<file path="src/rtl/itmr_pkg.sv">
package itmr_pkg;
  localparam int unsigned NUM_RATIOS = 4;

  function automatic int unsigned max4(int unsigned a, int unsigned b,
                                       int unsigned c, int unsigned d);
    int unsigned m;
    m = a;
    if (b > m) m = b;
    if (c > m) m = c;
    if (d > m) m = d;
    return m;
  endfunction
endpackage

</file>
<file path="src/rtl/itmr_prescaler.sv">
module itmr_prescaler
  import itmr_pkg::*;
#(
  parameter int unsigned SHIFT0 = 0,
  parameter int unsigned SHIFT1 = 3,
  parameter int unsigned SHIFT2 = 6,
  parameter int unsigned SHIFT3 = 10,
  parameter int unsigned PH_W   = 10
) (
  input  logic            clk_i,
  input  logic            rst_ni,
  input  logic            load_i,
  input  logic [1:0]      sel_i,
  output logic            tick_o,
  output logic [PH_W-1:0] phase_o,
  output logic [PH_W-1:0] mask_o
);
  localparam int unsigned SHIFTS [NUM_RATIOS] = '{SHIFT0, SHIFT1, SHIFT2, SHIFT3};

  logic [PH_W-1:0] mask_tab [NUM_RATIOS];
  logic [1:0]      sel_q;
  logic [PH_W-1:0] phase_q;

  for (genvar g = 0; g < NUM_RATIOS; g++) begin : g_mask
    assign mask_tab[g] = PH_W'((64'(1) << SHIFTS[g]) - 64'(1));
  end

  assign mask_o  = mask_tab[sel_q];
  assign tick_o  = (phase_q == mask_o);
  assign phase_o = phase_q;

  always_ff @(posedge clk_i or negedge rst_ni) begin
    if (!rst_ni) begin
      sel_q   <= 2'd3;
      phase_q <= '0;
    end else if (load_i) begin
      // preset so the first decrement lands one clock after the write
      sel_q   <= sel_i;
      phase_q <= mask_tab[sel_i];
    end else if (tick_o) begin
      phase_q <= '0;
    end else begin
      phase_q <= phase_q + PH_W'(1);
    end
  end


  phase_in_range_chk: assert property (@(posedge clk_i) disable iff (!rst_ni)
    phase_q <= mask_o);


  tick_restart_chk: assert property (@(posedge clk_i) disable iff (!rst_ni)
    (tick_o && !load_i) |=> (phase_q == '0));
endmodule

</file>
<file path="src/rtl/itmr_counter.sv">
module itmr_counter #(
  parameter int unsigned CNT_W = 8
) (
  input  logic             clk_i,
  input  logic             rst_ni,
  input  logic             load_i,
  input  logic [CNT_W-1:0] load_val_i,
  input  logic             tick_i,
  input  logic             rd_i,
  output logic [CNT_W-1:0] cnt_o,
  output logic             wrapped_o,
  output logic             uflow_o
);
  logic [CNT_W-1:0] cnt_q;
  logic             wrapped_q;

  assign uflow_o   = !load_i && !wrapped_q && tick_i && (cnt_q == '0);
  assign cnt_o     = cnt_q;
  assign wrapped_o = wrapped_q;

  always_ff @(posedge clk_i or negedge rst_ni) begin
    if (!rst_ni) begin
      cnt_q     <= '0;
      wrapped_q <= 1'b0;
    end else if (load_i) begin
      cnt_q     <= load_val_i;
      wrapped_q <= 1'b0;
    end else begin
      if (wrapped_q || tick_i) cnt_q <= cnt_q - CNT_W'(1);
      // a read drops wrapped mode even on the underflow edge
      wrapped_q <= rd_i ? 1'b0 : (wrapped_q | uflow_o);
    end
  end


  load_value_chk: assert property (@(posedge clk_i) disable iff (!rst_ni)
    load_i |=> (cnt_q == $past(load_val_i)) && !wrapped_q);


  uflow_wrap_chk: assert property (@(posedge clk_i) disable iff (!rst_ni)
    (uflow_o && !rd_i) |=> (cnt_q == '1) && wrapped_q);


  wrapped_step_chk: assert property (@(posedge clk_i) disable iff (!rst_ni)
    (wrapped_q && !load_i) |=> (cnt_q == $past(cnt_q) - CNT_W'(1)));


  read_unwrap_chk: assert property (@(posedge clk_i) disable iff (!rst_ni)
    rd_i |=> !wrapped_q);


  hold_no_tick_chk: assert property (@(posedge clk_i) disable iff (!rst_ni)
    (!load_i && !wrapped_q && !tick_i) |=> $stable(cnt_q));
endmodule

</file>
<file path="src/rtl/itmr_flag.sv">
module itmr_flag (
  input  logic clk_i,
  input  logic rst_ni,
  input  logic set_i,
  input  logic wr_clr_i,
  input  logic rd_clr_i,
  output logic flag_o
);
  logic flag_q;

  assign flag_o = flag_q;

  always_ff @(posedge clk_i or negedge rst_ni) begin
    if (!rst_ni)       flag_q <= 1'b0;
    else if (wr_clr_i) flag_q <= 1'b0;
    else if (set_i)    flag_q <= 1'b1;  // same-clock underflow beats read clear
    else if (rd_clr_i) flag_q <= 1'b0;
  end


  rd_clear_chk: assert property (@(posedge clk_i) disable iff (!rst_ni)
    (rd_clr_i && !set_i) |=> !flag_q);


  set_wins_chk: assert property (@(posedge clk_i) disable iff (!rst_ni)
    (set_i && !wr_clr_i) |=> flag_q);


  wr_clear_chk: assert property (@(posedge clk_i) disable iff (!rst_ni)
    wr_clr_i |=> !flag_q);
endmodule

</file>
<file path="src/rtl/interval_timer.sv">
module interval_timer
  import itmr_pkg::*;
#(
  parameter int unsigned CNT_W    = 8,
  parameter int unsigned SHIFT0   = 0,
  parameter int unsigned SHIFT1   = 3,
  parameter int unsigned SHIFT2   = 6,
  parameter int unsigned SHIFT3   = 10,
  parameter int unsigned IRQ_W    = 8,
  parameter int unsigned FLAG_BIT = 7
) (
  input  logic             clk_i,
  input  logic             rst_ni,
  input  logic             tmr_wr_i,
  input  logic [1:0]       tmr_sel_i,
  input  logic [CNT_W-1:0] tmr_wdata_i,
  input  logic             cnt_rd_i,
  output logic [CNT_W-1:0] count_o,
  output logic [IRQ_W-1:0] irq_o,
  output logic [max4(SHIFT0, SHIFT1, SHIFT2, SHIFT3):0] clocks_left_o
);
  localparam int unsigned PH_RAW = max4(SHIFT0, SHIFT1, SHIFT2, SHIFT3);
  localparam int unsigned PH_W   = (PH_RAW == 0) ? 1 : PH_RAW;
  localparam int unsigned LEFT_W = PH_RAW + 1;

  logic            tick;
  logic [PH_W-1:0] phase;
  logic [PH_W-1:0] mask;
  logic            wrapped;
  logic            uflow;
  logic            flag;
  logic            rd_eff;

  assign rd_eff = cnt_rd_i && !tmr_wr_i;

  itmr_prescaler #(
    .SHIFT0(SHIFT0), .SHIFT1(SHIFT1), .SHIFT2(SHIFT2), .SHIFT3(SHIFT3), .PH_W(PH_W)
  ) u_pre (
    .clk_i   (clk_i),
    .rst_ni  (rst_ni),
    .load_i  (tmr_wr_i),
    .sel_i   (tmr_sel_i),
    .tick_o  (tick),
    .phase_o (phase),
    .mask_o  (mask)
  );

  itmr_counter #(.CNT_W(CNT_W)) u_cnt (
    .clk_i      (clk_i),
    .rst_ni     (rst_ni),
    .load_i     (tmr_wr_i),
    .load_val_i (tmr_wdata_i),
    .tick_i     (tick),
    .rd_i       (rd_eff),
    .cnt_o      (count_o),
    .wrapped_o  (wrapped),
    .uflow_o    (uflow)
  );

  itmr_flag u_flag (
    .clk_i    (clk_i),
    .rst_ni   (rst_ni),
    .set_i    (uflow),
    .wr_clr_i (tmr_wr_i),
    .rd_clr_i (rd_eff),
    .flag_o   (flag)
  );

  for (genvar b = 0; b < IRQ_W; b++) begin : g_irq
    if (b == FLAG_BIT) begin : g_flag
      assign irq_o[b] = flag;
    end else begin : g_zero
      assign irq_o[b] = 1'b0;
    end
  end

  logic [LEFT_W-1:0] left_pre;
  assign left_pre = LEFT_W'(mask) + LEFT_W'(1) - LEFT_W'(phase);
  assign clocks_left_o = wrapped ? LEFT_W'(1) : left_pre;


  left_nonzero_chk: assert property (@(posedge clk_i) disable iff (!rst_ni)
    clocks_left_o != '0);


  left_one_at_tick_chk: assert property (@(posedge clk_i) disable iff (!rst_ni)
    tick |-> (clocks_left_o == LEFT_W'(1)));


  irq_only_flag_chk: assert property (@(posedge clk_i) disable iff (!rst_ni)
    $countones(irq_o) <= 1);


  wr_over_rd_chk: assert property (@(posedge clk_i) disable iff (!rst_ni)
    (tmr_wr_i && cnt_rd_i) |=> (irq_o[FLAG_BIT] == 1'b0) && (count_o == $past(tmr_wdata_i)));
endmodule

</file>
<file path="config.mk">
export PLATFORM = sky130hd
export DESIGN_NAME = interval_timer
export DESIGN_NICKNAME = d
export VERILOG_FILES = /design/src/rtl/itmr_pkg.sv /design/src/rtl/itmr_prescaler.sv /design/src/rtl/itmr_counter.sv /design/src/rtl/itmr_flag.sv /design/src/rtl/interval_timer.sv
export SDC_FILE = /design/constraint.sdc
export NUM_CORES = 1
export LEC_CHECK = 0
export BUFFER_PORTS_ARGS = -buffer_cell sky130_fd_sc_hd__buf_2
export CAP_MARGIN = 20
export CORE_MARGIN = 5
export CORE_UTILIZATION = 38
export CTS_CLUSTER_DIAMETER = 50
export DETAILED_ROUTE_END_ITERATION = 16
export HOLD_SLACK_MARGIN = 0.05
export PLACE_DENSITY = 0.7
export SLEW_MARGIN = 40
export SYNTH_ARGS = -nofsm -noshare
export SYNTH_HDL_FRONTEND = slang
export SYNTH_SLANG_ARGS = --single-unit
</file>
<file path="constraint.sdc">
create_clock -name clk_i -period 3.1 [get_ports clk_i]
set_input_delay 0.155 -clock clk_i [delete_from_list [all_inputs] [get_ports clk_i]]
set_output_delay 0.155 -clock clk_i [all_outputs]
set_load 0.1 [all_outputs]
</file>
; Yosys cells after proc, flatten, opt, wreduce, memory -nomap -nowiden
; Cells that the tools add are included.
; Widths: inputs -> output; s select.
[word_totals]
mem_bits_ro = 0
inputBits = 14
ramBits = 0
word_cells = 41
mem_count = 0
latchBits = 0
reg_bits = 22
output_inout_bits = 27
[op_classes]
n_lt_le_gt_ge = 2
reduce_logical = 10
n_bitwise = 3
n_mul = 0
n_addsub = 4
eq_ne = 1
shift = 0
n_div = 0
muxes = 16
[ops]
columns = operator, count
row1 = $mux 10, 6
row2 = $bmux 10 s2, 2
row3 = $mux 8, 2
row4 = $add 10x1->11 const B, 1
row5 = $mux 11, 1
row6 = $sub 11x10->11, 1
row7 = $add 10x1->10 const B, 1
row8 = $eq 10x10->1, 1
row9 = $logic_not 8->1, 1
row10 = $sub 8x1->8 const B, 1
row11 = $ge 3x3->1 const B, 2
row12 = $not 2->3, 2
row13 = $mux 1, 5
row14 = $logic_and 1x1->1, 4
row15 = $reduce_bool 3->1, 1
row16 = $logic_not 1->1, 2
row17 = $reduce_bool 2->1, 1
row18 = $logic_or 1x1->1, 1
row19 = $or 1x1->1, 1

; Depth between registers and ports, before layout
[depth]
ltp_word = 10
depth_mapped = 12
mapped_depth_nobuf = 12

; Modules after synthesis
; From an unflattened synthesis, not the netlist that was laid out.
[hier_totals]
cells_unflattened = 227
area_unflattened_um2 = 1989.4
[by_module_without_submodules]
columns = module, cells_per_inst, seq_area_each_um2, area_per_inst_um2, n_inst
row1 = itmr_prescaler, 70, 302.8, 703.2, 1
row2 = interval_timer, 89, 0.0, 665.6, 1
row3 = itmr_counter, 64, 225.2, 576.8, 1
row4 = itmr_flag, 4, 25.0, 43.8, 1

; Least setup slack after synthesis
; No wires, ideal clock.
[synth_timing]
kind = flip-flop to output port
from = register u_pre.sel_q[1]
to = output clocks_left_o[5]
setup_slack_ns = -1.113
n_path_buf = 0
path_stages_with_launch = 12
t_required_ns = 2.945
t_arrival_ns = 4.058
path_cell_list = dfstp_2 or2_2 inv_1 ha_1 inv_1 ha_1 inv_1 fa_1 nor2b_1 o21ai_0 and3_1 nor3_1
[synth_via]
elab_chain_cells = 7
[synth_rtl]
columns = item, line_no
row1 = "start, declared", itmr_prescaler.sv:21  ; logic [1:0] sel_q;
row2 = "start signal, assigned", itmr_prescaler.sv:38  ; sel_q <= sel_i;
row3 = $not 2->3 (implied by the code), itmr_prescaler.sv:28  ; assign mask_o = mask_tab[sel_q];
row4 = $bmux 10 s2, itmr_prescaler.sv:28
row5 = $mux 10 (implied by the code) (2 in series), itmr_prescaler.sv:28
row6 = $add 10x1->11, interval_timer.sv:78  ; assign left_pre = LEFT_W'(mask) + LEFT_W'(1) - LEFT_W'(phase);
row7 = $sub 11x10->11, interval_timer.sv:78
row8 = $mux 11, interval_timer.sv:79  ; assign clocks_left_o = wrapped ? LEFT_W'(1) : left_pre;
row9 = "end, declared", interval_timer.sv:20  ; output logic [max4(SHIFT0, SHIFT1, SHIFT2, SHIFT3):0] clocks_left_o
; No other way between the ends. The select of a mux whose other input is x is not followed.

; Worst setup path in the final report
[layout_timing]
from = register u_pre.sel_q[1]
to = output clocks_left_o[9]
; Same word-level chain as after synthesis.

==> qor.yml <==
floorplan:
  die_x_microns: 79.4
  row_count: 25
  core_region_area_sq_um: 4690
  die_y_microns: 79.4
  start_util_pct: 39.0
  io_pins: 41
  die-area_sq_um: 6310
critical_path:
  arrival_ns: 2.92
  critical_path.slowest_cell: "dfstp_2"
  path_class: "flip-flop to primary output"
  worst_path_most_repeated_cell: "inv_1"
  path_max_fanout: 3
  end_kind: "primary output"
  critical_path_required_ns: 2.94
  path_buf_inv: 4
  path_delay_family: "adder cells"
  critical_path.cell_chain: "or2_4 -> inv_1 -> ha_4 -> inv_1 -> ha_2 -> inv_1 -> fa_2 -> nor2b_4 -> o21ai_2 -> a21oi_2 -> o22ai_2 -> mux2_4 -> buf_12"
  cpPeakStageDelay_ns: 0.58
  startpoint_type: "flip-flop"
yosys:
  yosys-top-cells-count: "nor2_1, dfrtp_1, inv_1"
  synthArstFlopShare_pct: 100
  yosys.area_share.simple_pct: 21.5
  synth_edf_count: 0
  synth_compound_area_share_pct: 16.1
  ys_types: 44
  synth_top_family_by_area: "simple AND/OR/NAND/NOR gates"
  ys_warn_count: 0
  muxShareOfSynthArea_pct: 2.39
  ys_seq_area_share_pct: 30.2
  syn_area_per_cell_sq_um: 8.51
  netlist.area_leader.share_pct: 27.3
  synthTopCellsByArea: "dfrtp_1, ha_1, xor2_1, o21ai_0, nor2_1"
  syn_area_sq_um: 1830
  netlist_instances: 215
  synth_most_common_cell: "nor2_1"
  synth_fa_ha_area_share_pct: 12.7
  synth_ff_type: "dfrtp_1"
  synthXorXnorAreaFrac_pct: 8.54
  yosysTopAreaCell: "dfrtp_1"
  synth-seq-cells: 22
route:
  num_vias: 1615
  routed_wl_mm: 4.15
  routed_via_density: 5.21
  route.detailed.drc: 0
  avgRoutedWirePerCell_microns: 13.4
  drtAntennaViolNets: 0
  drtIter0Drc: 46
  first_pass_iters: 4
cells_and_area:
  fin_area_sq_um: 2390
  post-route-util_pct: 51.0
  syn_to_final_growth_pct: 30.6
  drive_above_1_share_pct: 31.6
  diodes: 0
  nNetsFinal: 289
status:
  outcome: "finished, final reports clean"
grt:
  grt_pass1_wl_mm: 6.66
  grt_overflow: 0
  grt_use_total_pct: 12.9
  grt_max_degree: 23
  antenna_found_initial: 0
  grt_pass1_vias: 1466
power:
  ir_drop_mv: 0.396
  leakagePower_nw: 1.09
  power_density_nw_per_um2: 805
timing:
  tns_ns: 0
  tightest_slew_ns: 0.652
  period_minus_slack_ns: 3.08
  period_share_pct: 99.2
  hold_viol: 0
  setup_viol: 0
  timing.fmax_mhz: 325
  drv_slew: 0
  rsz0062_at_grt: "yes"
  slew_headroom_pct: 56.5
  fin_skew_ns: 0.00325
place:
  gp_congestion: 0.848
  portBuffers: 33
  hpwl_mm: 3.09
  placed_cell_area_sq_um: 2100
clocking:
  clock_path_buffers: 2
  cts_tree: "built"
  clkTransAtPathRegs_ns: 0.08
  clockRootBuffer: "clkbuf_8"
  ctsHtreeMaxLevel: 1
  cts_buffers: 3
  numClockSinks: 22
  clock_latency_ns: 0.26
hold_path:
  hold_class: "input port to flip-flop"
run:
  max_cap_violations: 0
-- registers in the layout, summed over array words and instances, names as in the netlist --
| signal | cells |
|---|---|
| u_cnt.cnt_o | 8 |
| u_flag.flag_o | 1 |
| u_pre.sel_q | 2 |
| u_pre.phase_o | 10 |
| u_cnt.wrapped_o | 1 |
-- final cells by class --
class | count | area [sq um]
inverter | 19 | 71.3
multi-input combinational | 167 | 1290
clock inverter | 1 | 30.0
fill | 440 | 2300
sequential | 22 | 553
timing repair buffer | 44 | 340
tap | 54 | 67.6
clock buffer | 3 | 41.3
-- per-stage QoR --
step	setup WS, ns	std cells	hold slack, ns	total power (W)
3_5_place_dp	0.113	296	0.141	0.00156
2_1_floorplan	-0.291	221	-0.141	0.00132
3_3_place_gp	0.173	296	0.139	0.00155
5_1_grt	-0.127	310	0.103	0.00202
6_report	0.0233	310	0.0929	0.00193
4_1_cts	0.00675	304	0.0895	0.00185
-- placed cells by master (no fill, tap or decap), types with 6 or more instances in the layout --
cell	instances
buf_12	6
nand2_1	7
dfrtp_1	20
conb_1	7
buf_2	28
nor2_1	17
inv_1	19
xor2_1	11
buf_4	7
o21ai_0	16
ha_1	13
a31oi_1	6
nand3_1	12
-- final timing paths --
path | from | slack (ns) | endpoint | cells past startpoint
min reg2reg | u_flag.flag_o$_DFFE_PN0P_ | 0.55 | u_flag.flag_o$_DFFE_PN0P_ | 2
min in group asynchronous | rst_ni | 0.38 | u_flag.flag_o$_DFFE_PN0P_ | 2
max reg2reg | u_pre.sel_q[1]$_DFFE_PN1P_ | 0.74 | u_cnt.cnt_o[3]$_DFFE_PN0P_ | 8
max | u_pre.sel_q[1]$_DFFE_PN1P_ | 0.02 | clocks_left_o[9] | 13
max in group asynchronous | rst_ni | 2.37 | u_pre.sel_q[0]$_DFFE_PN1P_ | 2
min | tmr_wdata_i[0] | 0.09 | u_cnt.cnt_o[0]$_DFFE_PN0P_ | 3
-- logic make-up after synthesis --
group,count (synthesis)
AO/OA/AOI/OAI,46
XOR/XNOR,17
adder cells (fa/ha/maj),18
buffers and inverters,32
flip-flops,22
multiplexers,4
other,1
AND/OR/NAND/NOR,75
-- power breakdown --
part	total (W)	switching (W)	internal, W
logic	0.00131	0.000931	0.000379
registers	0.000352	0.0000365	0.000316
clock network	0.000263	0.0000905	0.000172
total	0.00193	0.00106	0.000867
-- worst reg2reg max path, delay by kind of cell, from the launching register on --
kind / cells / cell delay [ns]
AOI/OAI and AO/OA: 2 / 0.40
adders and majority gates: 1 / 0.27
buffers and inverters: 1 / 0.13
DFF: 1 / 0.40
and+or+nand+nor: 4 / 1.08
-- timing repair --
action,CTS,global route
setup endpoints to repair,3,5
pin swaps,1,11
endpoints found under the hold margin,21,0
setup buffers,2,6
resized for setup,5,17
hold buffers,2,0
-- metal layers --
| layer | routed length, microns | GRT usage [%] | vias to the layer above |
|---|---|---|---|
| li1 | - | - | 830 |
| met1 | 1990 | 18.1 | 745 |
| met2 | 1950 | 21.0 | 35 |
| met3 | 161 | 1.47 | 5 |
| met4 | 51 | 3.61 | 0 |
| met5 | 0 | 0 | - |
No activity file was read; power rests on OpenSTA's default activity.
